[config.mk]
export PLATFORM = sky130hd
export DESIGN_NAME = sdram_rd_trunc
export DESIGN_NICKNAME = d
export VERILOG_FILES = /design/src/rtl/sdram_rd_trunc.sv
export SDC_FILE = /design/constraint.sdc
export NUM_CORES = 1
export LEC_CHECK = 0
export ABC_AREA = 0
export BUFFER_PORTS_ARGS = -buffer_cell sky130_fd_sc_hd__buf_4
export CAP_MARGIN = 10
export CORE_ASPECT_RATIO = 0.9
export CORE_MARGIN = 2
export CORE_UTILIZATION = 59
export CTS_CLUSTER_DIAMETER = 150
export DETAILED_ROUTE_END_ITERATION = 8
export PLACE_DENSITY = 0.85
export REMOVE_ABC_BUFFERS = 1
export SKIP_CTS_REPAIR_TIMING = 1
export SLEW_MARGIN = 0
export SYNTH_ARGS = -nofsm -noshare
export SYNTH_HDL_FRONTEND = slang
export SYNTH_SLANG_ARGS = --single-unit
[constraint.sdc]
create_clock -name clk -period 5.7 [get_ports clk]
set_clock_uncertainty 0.1 [all_clocks]
set_input_delay 1.14 -clock clk [delete_from_list [all_inputs] [get_ports clk]]
set_output_delay 1.14 -clock clk [all_outputs]
set_load 0.005 [all_outputs]
[src/rtl/sdram_rd_trunc.sv]
module sdram_rd_trunc #(
  parameter int BA_W     = 2,
  parameter int COL_W    = 10,
  parameter int ADDR_W   = 13,
  parameter int AP_BIT   = 10,
  parameter int CNT_W    = 10,
  parameter int FIXED_BL = 8
) (
  input  logic              clk,
  input  logic              rst_n,
  input  logic              start,
  input  logic [BA_W-1:0]   bank,
  input  logic [COL_W-1:0]  col,
  input  logic [CNT_W-1:0]  word_cnt,
  input  logic              cas_lat,
  input  logic              full_page,
  input  logic              auto_pre,
  input  logic              use_pre,
  output logic [3:0]        cmd,
  output logic [ADDR_W-1:0] addr,
  output logic [BA_W-1:0]   ba,
  output logic              dqm,
  output logic              capture,
  output logic              done,
  output logic              busy
);
  localparam int CYC_W = CNT_W + 2;
  localparam logic [CYC_W-1:0] BL = CYC_W'(FIXED_BL);
  localparam logic [3:0] C_NOP = 4'b0111;
  localparam logic [3:0] C_RD  = 4'b0101;
  localparam logic [3:0] C_BST = 4'b0110;
  localparam logic [3:0] C_PRE = 4'b0010;

  logic             active;
  logic [CYC_W-1:0] cyc;
  logic [CYC_W-1:0] n_q, cl_q;
  logic [BA_W-1:0]  bank_q;
  logic [COL_W-1:0] col_q;
  logic             ap_q, term_q, pre_q;

  logic [CYC_W-1:0] req, n_d;
  logic             accept, is_rd, is_term;
  logic [ADDR_W-1:0] rd_addr;

  assign req = (word_cnt == '0) ? CYC_W'(1) : CYC_W'(word_cnt);

  always_comb begin
    if (full_page)      n_d = req;
    else if (auto_pre)  n_d = BL;
    else if (req < BL)  n_d = req;
    else                n_d = BL;
  end

  assign done    = active && (cyc == cl_q + n_q);
  assign busy    = active && !done;
  assign accept  = start && !busy;
  assign is_rd   = active && (cyc == '0);
  assign is_term = active && term_q && (cyc == n_q);
  assign capture = active && (cyc >= cl_q) && (cyc < cl_q + n_q);
  assign dqm     = !active;
  assign ba      = active ? bank_q : '0;

  always_comb begin
    rd_addr = '0;
    rd_addr[COL_W-1:0] = col_q;
    rd_addr[AP_BIT] = ap_q;
  end

  assign addr = is_rd ? rd_addr : '0;
  assign cmd  = is_rd   ? C_RD :
                is_term ? (pre_q ? C_PRE : C_BST) : C_NOP;

  always_ff @(posedge clk or negedge rst_n) begin
    if (!rst_n) begin
      active <= 1'b0;
      cyc    <= '0;
      n_q    <= '0;
      cl_q   <= '0;
      bank_q <= '0;
      col_q  <= '0;
      ap_q   <= 1'b0;
      term_q <= 1'b0;
      pre_q  <= 1'b0;
    end else if (accept) begin
      active <= 1'b1;
      cyc    <= '0;
      n_q    <= n_d;
      cl_q   <= cas_lat ? CYC_W'(3) : CYC_W'(2);
      bank_q <= bank;
      col_q  <= col;
      ap_q   <= auto_pre && !full_page;
      term_q <= full_page || (n_d < BL);
      pre_q  <= use_pre;
    end else if (done) begin
      active <= 1'b0;
      cyc    <= '0;
    end else if (active) begin
      cyc    <= cyc + 1'b1;
    end
  end
endmodule

# Word level (Yosys, flattened, before mapping)
# Cells that the tools add are included.
dict set report totals {
  output_inout_bits 23
  register_bits 52
  wordCells 50
  input_bits 29
}
dict set report op_classes {
  n_addsub 2
  magnitude_cmp 4
  mux 15
  eq_ne 2
  n_reduce_logical 18
}
# cell count
set op_table {}
lappend op_table {{12-bit two-way mux} 4}
lappend op_table {{10-bit two-way mux} 3}
lappend op_table {{12-bit == test} 2}
lappend op_table {{12-bit by 1-bit adder with 12-bit output, second input constant} 1}
lappend op_table {{12-bit adder} 1}
lappend op_table {{12-bit greater-or-equal comparator} 1}
lappend op_table {{12-bit zero test} 1}
lappend op_table {{12-bit < comparator} 1}
lappend op_table {{12-bit by 4-bit < comparator with 1-bit output, second input constant} 1}
lappend op_table {{11-bit two-way mux} 1}
lappend op_table {{10-bit zero test} 1}
lappend op_table {{10-bit by 4-bit < comparator with 1-bit output, second input constant} 1}
lappend op_table {{1-bit logical AND} 9}
lappend op_table {{3-bit two-way mux} 3}
lappend op_table {{1-bit zero test} 4}
lappend op_table {{1-bit two-way mux} 3}
lappend op_table {{3-bit nonzero test} 1}
lappend op_table {{2-bit two-way mux} 1}
lappend op_table {{2-bit nonzero test} 1}
lappend op_table {{1-bit logical OR} 1}

# Depth between registers and ports, before layout
dict set report depth {
  depth_word 8
  mapped_depth 14
  mapped_depth_nobuf 13
}

# Least setup slack after synthesis
# Ideal clock, no wire load.
dict set report synth_timing {
  path_kind {register to output}
  from {reg n_q[0]}
  to {out busy}
  slack_ns 1.917
  path_stages_with_launch 13
  path_buffers 1
  t_arrival_ns 2.543
  t_required_ns 4.460
  path_cell_list {dfrtp_1 ha_1 inv_1 fa_1 nor2_1 and3_1 nand3_1 xor2_1 ha_1 nand4b_1 o31ai_2 inv_1 clkbuf_1}
}
dict set report synth_via {
  elab_chain_cells 5
}
# item line
set synth_lines {}
lappend synth_lines {{from (decl)} 36} ;# logic [CYC_W-1:0] n_q, cl_q;
lappend synth_lines {{from (signal assigned)} 87} ;# n_q <= n_d;
lappend synth_lines {{12-bit adder} 54} ;# assign done = active && (cyc == cl_q + n_q);
lappend synth_lines {{12-bit == test} 54}
lappend synth_lines {{1-bit logical AND} 54}
lappend synth_lines {{1-bit zero test} 55} ;# assign busy = active && !done;
lappend synth_lines {{1-bit logical AND} 55}
lappend synth_lines {{to (decl)} 25} ;# output logic busy
# No other way between the ends.

# Worst setup path in the final report
# Same ends and word-level chain as after synthesis.

==> results by group <==
Die
  – Die Width: 72.3 um
  – Die area: 0.00473 mm2
  – Die Span Y: 65.4 um
  – # rows: 22
  – Core area: 0.00405 mm2
  – Initial Util: 61.1%
  – I/O pin total: 52

Cells and area
  – Area Growth Syn to Fin: 18.5%
  – Multi-input combinational cell area: 0.00137 mm2
  – Register Area: 0.00100 mm2
  – Fill cells: 288
  – Ant diodes: 0
  – Fin nets: 350
  – Post-route cell area: 0.00293 mm2
  – Share of cells above drive strength 1: 25.0%
  – Final cell count without fillers: 352

Clocking
  – CTS clk-pin slew, worst paths: 0.08 ns
  – CTS tree: yes
  – Clock Sink Count: 40
  – Cts bufs inserted: 5
  – Clk_lat worst skew: 0.29 ns
  – CTS Buffer Depth: 2
  – H-tree levels: 2
  – Root buffer cell: clkbuf_8

Critical path
  – CP peak stage delay: 0.40 ns
  – Slowest-stage cell, CP: fa_1
  – R2R depth: 15
  – Crit start category: flip-flop
  – Setup crit end kind: primary output
  – CP Cell Sequence: ha_1 -> inv_1 -> fa_1 -> nor2_1 -> and3_1 -> nand3_1 -> xor2_1 -> ha_1 -> nand4b_1 -> o31ai_2 -> buf_4 -> inv_1 -> buf_4
  – Critical path class: flip-flop to primary output
  – Reg2Reg Setup Slack: 2.10 ns
  – FF-to-FF Start: n_q[0]$_DFFE_PN0P_
  – WP data arrival: 3.25 ns
  – RR Endpoint: n_q[2]$_DFFE_PN0P_
  – Crit path required time: 4.46 ns
  – Critical path peak fanout: 13

Power
  – Psw: 0.537 mW
  – Int Pwr: 0.803 mW
  – Switching part of the total power: 40.1%
  – Sequential Power Share: 40.1%
  – Worst VDD drop: 250 uV
  – Combinational share of power: 46.0%
  – Leakage: 1.41 nW
  – Clock network power share: 13.9%
  – Power per cell area: 458 mW/mm2

STA
  – Setup Viol. Count Final: 0
  – Unrepaired setup endpoints after global routing: no
  – Worst-margin pin slew: 0.548 ns
  – Setup total negative slack: 0 ns
  – Slew Limit Fails: 0
  – Ratio of final minimum period to clock period: 78.7%
  – Worst slew margin: 63.1%
  – Tmin final: 4.49 ns
  – Final hold violations: 0
  – Max Freq: 223 MHz

Logic synthesis
  – Yosys top cell area share: 40.5%
  – Synthesized flop and latch total: 40
  – Main combinational cell family by area after synthesis: simple AND/OR/NAND/NOR gates
  – Cell count after synthesis: 257
  – Syn avg cell area: 9.62 um2
  – Async set or reset register ratio after synthesis: 100%
  – Count of cell types in the netlist: 41
  – Post-synth top area cell: dfrtp_1
  – Cell Area, Synth: 0.00247 mm2
  – EDFF count, synth: 0
  – Post-synthesis mux area share: 6.37%
  – Synth Area in Compound Gates: 12.3%
  – Most instantiated library cell after synthesis: dfrtp_1
  – Synth Area in XOR/XNOR: 6.73%
  – Simple-gate share of the synthesized area: 20.1%
  – Post-synth top cells: dfrtp_1, nand2_1, ha_1, o21ai_0, mux2_2
  – Main area contributors after synthesis: dfrtp_1, ha_1, mux2_2
  – YS warnings: 0
  – Sequential share of the synthesized area: 40.5%
  – Predominant post-synthesis flop cell: dfrtp_1
  – Post-Synth Adder-Cell Area: 9.41%

Route
  – Via count: 2055
  – Wire per inst: 15.6 um
  – Post-route ant nets: 0
  – Vias per cell: 5.84
  – DRC: 0
  – DRT iter0 DRCs: 198
  – First-pass DRT Iterations: 5
  – Routed Wire Length: 5480 um

Global routing
  – Antenna violations before repair: 0
  – Pin count of the biggest net entering global routing: 41
  – Vias in the first global route: 1903
  – Gr ovfl total: 0
  – First-pass GRT wire length: 9200 um
  – GRT Total Usage: 25.6%

Flow run
  – Number of max-cap violations: 0

Status
  – Status: completed

Placed design
  – Placed cell areas: 0.00284 mm2
  – Dpl cells: 344
  – Final HPWL DP: 4100 um
  – Routability cong.: 0.878
  – PortBufs: 48

Min path
  – WHS Endpoint: ap_q$_DFFE_PN0P_
  – Worst hold start: ap_q$_DFFE_PN0P_
  – Hold path cells: 2
  – HP Class: flip-flop to flip-flop
[worst max path at each step]
stage | depth (start not counted) | from | end | slack [ns]
floorplan | 11 | n_q[0]$_DFFE_PN0P_ | busy | 1.66
global placement | 13 | n_q[0]$_DFFE_PN0P_ | busy | 1.63
detailed placement | 13 | n_q[0]$_DFFE_PN0P_ | busy | 1.53
CTS | 13 | n_q[0]$_DFFE_PN0P_ | busy | 1.21
global route | 13 | n_q[0]$_DFFE_PN0P_ | busy | 0.99
finish | 13 | n_q[0]$_DFFE_PN0P_ | busy | 1.21
[routing by layer]
metal / global-route usage [%] / up-vias / share of wire [%]
met2: 39.2 / 111 / 43
li1: - / 999 / -
met3: 7.52 / 19 / 8.9
met5: 0 / - / 0
met4: 6.84 / 0 / 2.0
met1: 35.8 / 926 / 46
[power groups by stage]
stage	clock network, mW	logic (mW)	registers [mW]
finish	0.187	0.617	0.537
global route	0.204	0.694	0.554
CTS	0.192	0.617	0.533
detailed placement	0	0.612	0.538
global placement	0	0.588	0.532
floorplan	0	0.435	0.492
[worst max-delay path, delay by kind of cell, from the launching register on]
family	cells	cell delay, ns
AO/OA/AOI/OAI	1	0.24
XOR/XNOR	1	0.16
adder cells (fa/ha/maj)	3	0.86
buffers and inverters	4	0.65
flip-flops	1	0.39
AND/OR/NAND/NOR	4	0.66
[layout by cell type, fill, tap and decap left out, types with 10 or more instances in the layout]
cell and n:
nor2_1 11, nand2_1 29, buf_4 50, o21ai_0 17, dfrtp_1 40, xnor2_1 10, and2_1 13, nand3_1 10
ha_1 17, mux2_2 14
[metrics by stage]
step / total power [mW] / utilization [%] / setup WS (ns) / hold slack (ns)
floorplan: 0.927 / - / 1.66 / 0.340
CTS: 1.34 / 72.4 / 1.21 / 0.386
global placement: 1.12 / 70.2 / 1.63 / 0.359
detailed placement: 1.15 / 70.2 / 1.53 / 0.368
finish: 1.34 / 72.4 / 1.21 / 0.380
global route: 1.45 / 72.4 / 0.993 / 0.415
[kinds of logic after synthesis]
kind of cell,after synthesis
AND/OR/NAND/NOR,95
AO/OA/AOI/OAI,48
flip-flops,40
buffers and inverters,22
XOR/XNOR,19
adder cells (fa/ha/maj),18
multiplexers,14
other,1
[state kept, by name, summed over array words and instances, names as in the netlist]
register  count
col_q        10
pre_q         1
active        1
cl_q          2
bank_q        2
term_q        1
cyc          12
ap_q          1
n_q          10
[cell type report]
| class | count | share of cell area [%] |
|---|---|---|
| timing repair buffer | 50 | 12.8 |
| inverter | 9 | 1.15 |
| tap | 48 | 2.05 |
| clock inverter | 3 | 0.726 |
| multi-input combinational | 197 | 46.8 |
| clock buffer | 5 | 2.35 |
| sequential | 40 | 34.2 |
No activity file was read; power rests on OpenSTA's default activity.
